## src/rtl/sc_core_pkg.sv

```systemverilog
package sc_core_pkg;

  localparam int unsigned INSTR_W = 32;
  localparam int unsigned OPC_W   = 6;
  localparam int unsigned FUNC_W  = 6;
  localparam int unsigned IMM_W   = 16;
  localparam int unsigned TGT_W   = 26;

  localparam logic [OPC_W-1:0] OPC_RTYPE = 6'h00;
  localparam logic [OPC_W-1:0] OPC_JMP   = 6'h02;
  localparam logic [OPC_W-1:0] OPC_BEQ   = 6'h04;
  localparam logic [OPC_W-1:0] OPC_ADDI  = 6'h08;
  localparam logic [OPC_W-1:0] OPC_LOAD  = 6'h23;
  localparam logic [OPC_W-1:0] OPC_STORE = 6'h2B;

  localparam logic [FUNC_W-1:0] FN_ADD = 6'h20;
  localparam logic [FUNC_W-1:0] FN_SUB = 6'h22;
  localparam logic [FUNC_W-1:0] FN_AND = 6'h24;
  localparam logic [FUNC_W-1:0] FN_OR  = 6'h25;
  localparam logic [FUNC_W-1:0] FN_SLT = 6'h2A;

  typedef enum logic [1:0] {
    CLS_ADD   = 2'd0,
    CLS_SUB   = 2'd1,
    CLS_FUNCT = 2'd2
  } alu_cls_e;

  typedef enum logic [2:0] {
    ALU_AND = 3'd0,
    ALU_OR  = 3'd1,
    ALU_ADD = 3'd2,
    ALU_SUB = 3'd3,
    ALU_SLT = 3'd4
  } alu_op_e;

  typedef struct packed {
    logic     reg_we;
    logic     dst_rd;
    logic     src_imm;
    logic     mem_to_reg;
    logic     mem_we;
    logic     branch;
    logic     jump;
    alu_cls_e alu_cls;
  } ctrl_t;

endpackage

```

## src/rtl/sc_main_dec.sv

```systemverilog
module sc_main_dec
  import sc_core_pkg::*;
(
  input  logic [OPC_W-1:0] opcode_i,
  output ctrl_t            ctrl_o
);

  always_comb begin
    ctrl_o = '{reg_we: 1'b0, dst_rd: 1'b0, src_imm: 1'b0, mem_to_reg: 1'b0,
               mem_we: 1'b0, branch: 1'b0, jump: 1'b0, alu_cls: CLS_ADD};
    unique case (opcode_i)
      OPC_RTYPE: begin
        ctrl_o.reg_we  = 1'b1;
        ctrl_o.dst_rd  = 1'b1;
        ctrl_o.alu_cls = CLS_FUNCT;
      end
      OPC_LOAD: begin
        ctrl_o.reg_we     = 1'b1;
        ctrl_o.src_imm    = 1'b1;
        ctrl_o.mem_to_reg = 1'b1;
      end
      OPC_STORE: begin
        ctrl_o.src_imm = 1'b1;
        ctrl_o.mem_we  = 1'b1;
      end
      OPC_BEQ: begin
        ctrl_o.branch  = 1'b1;
        ctrl_o.alu_cls = CLS_SUB;
      end
      OPC_ADDI: begin
        ctrl_o.reg_we  = 1'b1;
        ctrl_o.src_imm = 1'b1;
      end
      OPC_JMP:  ctrl_o.jump = 1'b1;
      default:  ;
    endcase
  end

endmodule

```

## src/rtl/sc_alu_dec.sv

```systemverilog
module sc_alu_dec
  import sc_core_pkg::*;
(
  input  alu_cls_e          cls_i,
  input  logic [FUNC_W-1:0] funct_i,
  output alu_op_e           op_o,
  output logic              ok_o
);

  always_comb begin
    op_o = ALU_ADD;
    ok_o = 1'b1;
    unique case (cls_i)
      CLS_ADD: op_o = ALU_ADD;
      CLS_SUB: op_o = ALU_SUB;
      CLS_FUNCT: begin
        unique case (funct_i)
          FN_ADD:  op_o = ALU_ADD;
          FN_SUB:  op_o = ALU_SUB;
          FN_AND:  op_o = ALU_AND;
          FN_OR:   op_o = ALU_OR;
          FN_SLT:  op_o = ALU_SLT;
          default: ok_o = 1'b0;
        endcase
      end
      default: ok_o = 1'b0;
    endcase
  end

endmodule

```

## src/rtl/sc_alu.sv

```systemverilog
module sc_alu
  import sc_core_pkg::*;
#(
  parameter int unsigned WIDTH = 32
) (
  input  logic [WIDTH-1:0] a_i,
  input  logic [WIDTH-1:0] b_i,
  input  alu_op_e          op_i,
  output logic [WIDTH-1:0] y_o,
  output logic             zero_o
);

  logic [WIDTH-1:0] diff;
  assign diff = a_i - b_i;

  always_comb begin
    unique case (op_i)
      ALU_AND: y_o = a_i & b_i;
      ALU_OR:  y_o = a_i | b_i;
      ALU_ADD: y_o = a_i + b_i;
      ALU_SUB: y_o = diff;
      ALU_SLT: y_o = {{(WIDTH-1){1'b0}}, ($signed(a_i) < $signed(b_i))};
      default: y_o = '0;
    endcase
  end

  assign zero_o = (diff == '0);

endmodule

```

## src/rtl/sc_regfile.sv

```systemverilog
module sc_regfile #(
  parameter int unsigned WIDTH = 32,
  parameter int unsigned DEPTH = 32,
  localparam int unsigned IDX_W = $clog2(DEPTH)
) (
  input  logic             clk_i,
  input  logic             rst_ni,
  input  logic [IDX_W-1:0] raddr_a_i,
  input  logic [IDX_W-1:0] raddr_b_i,
  output logic [WIDTH-1:0] rdata_a_o,
  output logic [WIDTH-1:0] rdata_b_o,
  input  logic             we_i,
  input  logic [IDX_W-1:0] waddr_i,
  input  logic [WIDTH-1:0] wdata_i
);

  logic [WIDTH-1:0] rd_arr [DEPTH];

  for (genvar i = 0; i < DEPTH; i++) begin : g_reg
    if (i == 0) begin : g_zero
      assign rd_arr[i] = '0;
    end else begin : g_flop
      logic [WIDTH-1:0] q;
      always_ff @(posedge clk_i or negedge rst_ni) begin
        if (!rst_ni)                                q <= '0;
        else if (we_i && (waddr_i == IDX_W'(i)))    q <= wdata_i;
      end
      assign rd_arr[i] = q;
    end
  end

  assign rdata_a_o = rd_arr[raddr_a_i];
  assign rdata_b_o = rd_arr[raddr_b_i];

endmodule

```

## src/rtl/sc_core.sv

```systemverilog
module sc_core
  import sc_core_pkg::*;
#(
  parameter int unsigned XLEN    = 32,
  parameter int unsigned REG_NUM = 32,
  localparam int unsigned RIDX_W = $clog2(REG_NUM)
) (
  input  logic            clk_i,
  input  logic            rst_ni,
  output logic [XLEN-1:0] imem_addr_o,
  input  logic [31:0]     imem_data_i,
  output logic [XLEN-1:0] dmem_addr_o,
  output logic [XLEN-1:0] dmem_wdata_o,
  output logic            dmem_we_o,
  input  logic [XLEN-1:0] dmem_rdata_i
);

  // instruction fields
  logic [OPC_W-1:0]  opcode;
  logic [RIDX_W-1:0] rs_idx, rt_idx, rd_idx;
  logic [FUNC_W-1:0] funct;
  logic [IMM_W-1:0]  imm;
  logic [TGT_W-1:0]  target;
  logic              unused_shamt;

  assign opcode       = imem_data_i[31:26];
  assign rs_idx       = imem_data_i[21 +: RIDX_W];
  assign rt_idx       = imem_data_i[16 +: RIDX_W];
  assign rd_idx       = imem_data_i[11 +: RIDX_W];
  assign funct        = imem_data_i[FUNC_W-1:0];
  assign imm          = imem_data_i[IMM_W-1:0];
  assign target       = imem_data_i[TGT_W-1:0];
  assign unused_shamt = ^imem_data_i[10:6];

  ctrl_t   ctrl;
  alu_op_e alu_op;
  logic    fn_ok;

  sc_main_dec u_main_dec (
    .opcode_i (opcode),
    .ctrl_o   (ctrl)
  );

  sc_alu_dec u_alu_dec (
    .cls_i   (ctrl.alu_cls),
    .funct_i (funct),
    .op_o    (alu_op),
    .ok_o    (fn_ok)
  );

  // register file
  logic [XLEN-1:0]   rs_data, rt_data, wb_data;
  logic [RIDX_W-1:0] wb_idx;
  logic              wb_en;

  assign wb_idx = ctrl.dst_rd ? rd_idx : rt_idx;
  assign wb_en  = ctrl.reg_we & fn_ok;

  sc_regfile #(
    .WIDTH (XLEN),
    .DEPTH (REG_NUM)
  ) u_regfile (
    .clk_i     (clk_i),
    .rst_ni    (rst_ni),
    .raddr_a_i (rs_idx),
    .raddr_b_i (rt_idx),
    .rdata_a_o (rs_data),
    .rdata_b_o (rt_data),
    .we_i      (wb_en),
    .waddr_i   (wb_idx),
    .wdata_i   (wb_data)
  );

  // execute
  logic [XLEN-1:0] simm, alu_b, alu_y;
  logic            alu_zero;

  assign simm  = {{(XLEN-IMM_W){imm[IMM_W-1]}}, imm};
  assign alu_b = ctrl.src_imm ? simm : rt_data;

  sc_alu #(.WIDTH(XLEN)) u_alu (
    .a_i    (rs_data),
    .b_i    (alu_b),
    .op_i   (alu_op),
    .y_o    (alu_y),
    .zero_o (alu_zero)
  );

  assign wb_data = ctrl.mem_to_reg ? dmem_rdata_i : alu_y;

  // next pc
  logic [XLEN-1:0] pc_q, pc_plus4, pc_branch, pc_jump, pc_next;

  assign pc_plus4  = pc_q + XLEN'(4);
  assign pc_branch = pc_plus4 + {simm[XLEN-3:0], 2'b00};
  assign pc_jump   = {pc_plus4[XLEN-1:TGT_W+2], target, 2'b00};

  always_comb begin
    pc_next = pc_plus4;
    if (ctrl.jump)                   pc_next = pc_jump;
    else if (ctrl.branch && alu_zero) pc_next = pc_branch;
  end

  always_ff @(posedge clk_i or negedge rst_ni) begin
    if (!rst_ni) pc_q <= '0;
    else         pc_q <= pc_next;
  end

  assign imem_addr_o  = pc_q;
  assign dmem_addr_o  = alu_y;
  assign dmem_wdata_o = rt_data;
  assign dmem_we_o    = ctrl.mem_we & rst_ni;  // no store while held in reset

endmodule

```

## config.mk

```make
export PLATFORM = sky130hd
export DESIGN_NAME = sc_core
export DESIGN_NICKNAME = d
export VERILOG_FILES = /design/src/rtl/sc_core_pkg.sv /design/src/rtl/sc_main_dec.sv /design/src/rtl/sc_alu_dec.sv /design/src/rtl/sc_alu.sv /design/src/rtl/sc_regfile.sv /design/src/rtl/sc_core.sv
export SDC_FILE = /design/constraint.sdc
export NUM_CORES = 2
export LEC_CHECK = 0
export BUFFER_PORTS_ARGS = -buffer_cell sky130_fd_sc_hd__buf_2
export CORE_ASPECT_RATIO = 1.4
export CORE_MARGIN = 2
export CORE_UTILIZATION = 35
export DETAILED_ROUTE_END_ITERATION = 8
export PLACE_DENSITY = 0.57
export SYNTH_ARGS = -nofsm -noshare
export SYNTH_HDL_FRONTEND = slang
export SYNTH_SLANG_ARGS = --single-unit
```

## constraint.sdc

```tcl
create_clock -name clk_i -period 13.68 [get_ports clk_i]
set_clock_uncertainty 0.15 [all_clocks]
set_input_delay 0.684 -clock clk_i [delete_from_list [all_inputs] [get_ports clk_i]]
set_output_delay 0.684 -clock clk_i [all_outputs]
set_load 0.02 [all_outputs]
```

==> flow_summary.json <==
{
  "status": "complete, no violations",
  "dp_hpwl_um": 125400,
  "r2r_cells": 16,
  "slowest_delay_ns": 0.83,
  "power_leakage_nw": 29.16,
  "synth_commonest_cells": "dfrtp_1, nand2_1, o21ai_0",
  "yosys-top-cells-area": "dfrtp_1, mux4_2, o21ai_0, nand2_1, mux2_2",
  "wirelength_um": 205800,
  "power_density_nw_per_um2": 105.6,
  "fill_cells": 16570,
  "hold_viol": 0,
  "cts_buffers": 97,
  "holdCritStartpoint": "imem_data_i[9]",
  "grt_pass1_wl_um": 306600,
  "worst_pin_slew_ns": 1.333,
  "grt_pass1_vias": 45890,
  "crit_chain": "buf_8, buf_4, buf_4, mux4_2, mux4_2, mux2i_1, o21a_1, ha_1, inv_1, a21oi_1, o21ai_0, a21oi_1, o21ai_0, a221oi_1, o21ai_0, a2111oi_0, a211o_1, buf_2",
  "worst_setup_path_end_kind": "output port",
  "grt_overflow": 0,
  "min_period_over_period_pct": 63.95,
  "hold_depth": 3,
  "gp_congestion": 0.9340,
  "antenna_found_initial": 4,
  "yosysWarnings": 0,
  "yosysTopAreaCellShare_pct": 42.22,
  "io_buffers": 160,
  "vias": 45300,
  "yosysMostFrequentCell": "dfrtp_1",
  "p_sw_share_pct": 27.60,
  "synth_edf_count": 0,
  "r2r-end": "imem_addr_o[12]",
  "setup_viol": 0,
  "grt_max_degree": 179,
  "path_class": "primary input to output port",
  "cts.htree.levels": 3,
  "slew_viol_final": 0,
  "hold_path.class": "primary input to register",
  "cp-startpoint": "imem_data_i[17]",
  "p_seq_share_pct": 44.1,
  "synth_largest_area_cell": "dfrtp_1",
  "die_y_um": 496.2,
  "timing.setup.tns_ns": 0,
  "power_frac_clock_pct": 42.5,
  "row_count": 180,
  "yosysSeqAreaShare_pct": 42.22,
  "dieWidth_um": 355.6,
  "stdcell_count": 7743,
  "startpoint_type": "primary input",
  "ys_ff_latch": 1022,
  "core_um2": 171800,
  "grtUsageTotal_pct": 23.31,
  "syn_inst": 5557,
  "via_per_inst": 5.851,
  "ys.flop_type": "dfrtp_1",
  "ir_drop_mv": 0.1192,
  "ff2ff_setup_slack_ns": 6.51,
  "dp_cells": 7560,
  "required_ns": 12.85,
  "cts_resized": 0,
  "max_cap_viol_count": 0,
  "cts_buffer_depth": 3,
  "whs_ns": 0.1325,
  "crit_path_max_fanout": 74,
  "drc": 0,
  "critPathArrivalTime_ns": 7.91,
  "clkTransAtPathRegs_ns": 0.07,
  "combPwrFrac_pct": 13.4,
  "p_sw_w": 0.001954,
  "ys_types": 80,
  "start_util_pct": 35.25,
  "period_needed_ns": 8.749,
  "slowest_stage": "buf_4",
  "worstSkewPairLatency_ns": 0.74,
  "power.internal_w": 0.005126,
  "dr.first_iter.drc_count": 3956,
  "synthArstFlopShare_pct": 100.0,
  "syn_area_um2": 60570,
  "slew_headroom_pct": 10.01,
  "cts.sinks": 1022,
  "dieArea_um2": 176400,
  "crit_path_frequent_cell": "o21ai_0",
  "final_layout_size_suffix_gt1_share_pct": 23.39,
  "dr.pass1.iters": 6,
  "wire_per_inst_um": 26.58,
  "cts-root-buf": "clkbuf_16",
  "ios": 163,
  "hold_path_end": "imem_addr_o[11]",
  "syn_to_final_growth_pct": 10.72,
  "nets": 5584,
  "max_freq_mhz": 114.3,
  "cts_tree": "built",
  "ant_nets": 0,
  "rsz0062_at_grt": "false",
  "r2r-start": "u_regfile.g_reg[27].g_flop.q[12]",
  "synth_area_per_cell_um2": 10.90
}
[how the worst max path moves through the flow]
stage | to | slack (ns) | depth (start not counted)
3_3_place_gp | imem_addr_o[12] | 4.82 | 19
4_1_cts | dmem_addr_o[0] | 4.97 | 20
5_1_grt | dmem_addr_o[0] | 4.68 | 20
6_report | dmem_addr_o[0] | 4.93 | 18
3_5_place_dp | imem_addr_o[29] | 4.77 | 19
2_1_floorplan | imem_addr_o[2] | 6.29 | 25
[flip-flops by register name, indices dropped and copies added, names as in the netlist]
register,count
imem_addr_o,30
u_regfile.g.g_flop.q,992
[routing by layer]
layer | track usage (%) | vias up | part of all wire (%)
li1 | - | 19950 | -
met1 | 29.28 | 23300 | 40
met2 | 39.57 | 1622 | 49
met3 | 3.769 | 432 | 6.6
met4 | 10.37 | 0 | 4.8
met5 | 0 | - | 0
[timing repair]
item | CTS | global route
endpoints found under the hold margin | 48 | 0
buffers inserted | 0 | 0
hold buffers | 1 | 0
[worst max-delay path, delay by kind of cell]
kind | cells | cell delay (ns)
mux | 3 | 1.46
fa+ha+maj | 1 | 0.47
buf+inv | 5 | 2.50
compound gates | 9 | 2.65
[kinds of logic after synthesis]
kind of cell | synth area share, %
AO/OA/AOI/OAI | 13.02
adder cells (fa/ha/maj) | 2.785
XOR/XNOR | 1.301
AND/OR/NAND/NOR | 9.823
flip-flops | 42.22
multiplexers | 26.80
buffers and inverters | 4.045
other | 0.006191
[power groups by stage]
stage               combinational (W)  clock [W]  sequential, W
global placement             0.000946          0        0.00318
detailed placement           0.000945          0        0.00318
finish                       0.000948    0.00301        0.00313
CTS                          0.000950    0.00305        0.00312
floorplan                    0.000596          0        0.00319
global route                  0.00103    0.00316        0.00313
[cell usage in the layout (no fill, tap or decap), types with 118 or more instances in the layout]
cell and count:
dfrtp_1 1022, nand2_1 969, o21ai_0 888, mux4_2 576, mux2_2 198, a21oi_1 189, buf_2 151, nor2_1 130
ha_1 130, inv_1 118
[through the flow]
stage / area, µm² / total power, W / setup slack [ns] / util [%]
final: 67060 / 0.007080 / 4.931 / 39.03
after global routing: 67060 / 0.007319 / 4.677 / 39.02
after CTS: 67060 / 0.007123 / 4.973 / 39.02
after detailed placement: 63550 / 0.004126 / 4.773 / 36.98
after global placement: 63550 / 0.004126 / 4.820 / 36.98
after floorplan: 60570 / 0.003784 / 6.287 / -
[final cells by class]
cell class              instances  area [µm²]  share of cell area, %
well taps                    2275        2846                  4.244
flip-flops and latches       1022       25570                  38.13
multi-input cells            3896       33030                  49.25
inverters                     118       442.9                 0.6604
clock inverters                50       734.5                  1.095
repair buffers                250        1672                  2.493
diodes                          3       7.507                0.01119
clock buffers                 129        2758                  4.112
No activity file was read; power rests on OpenSTA's default activity.
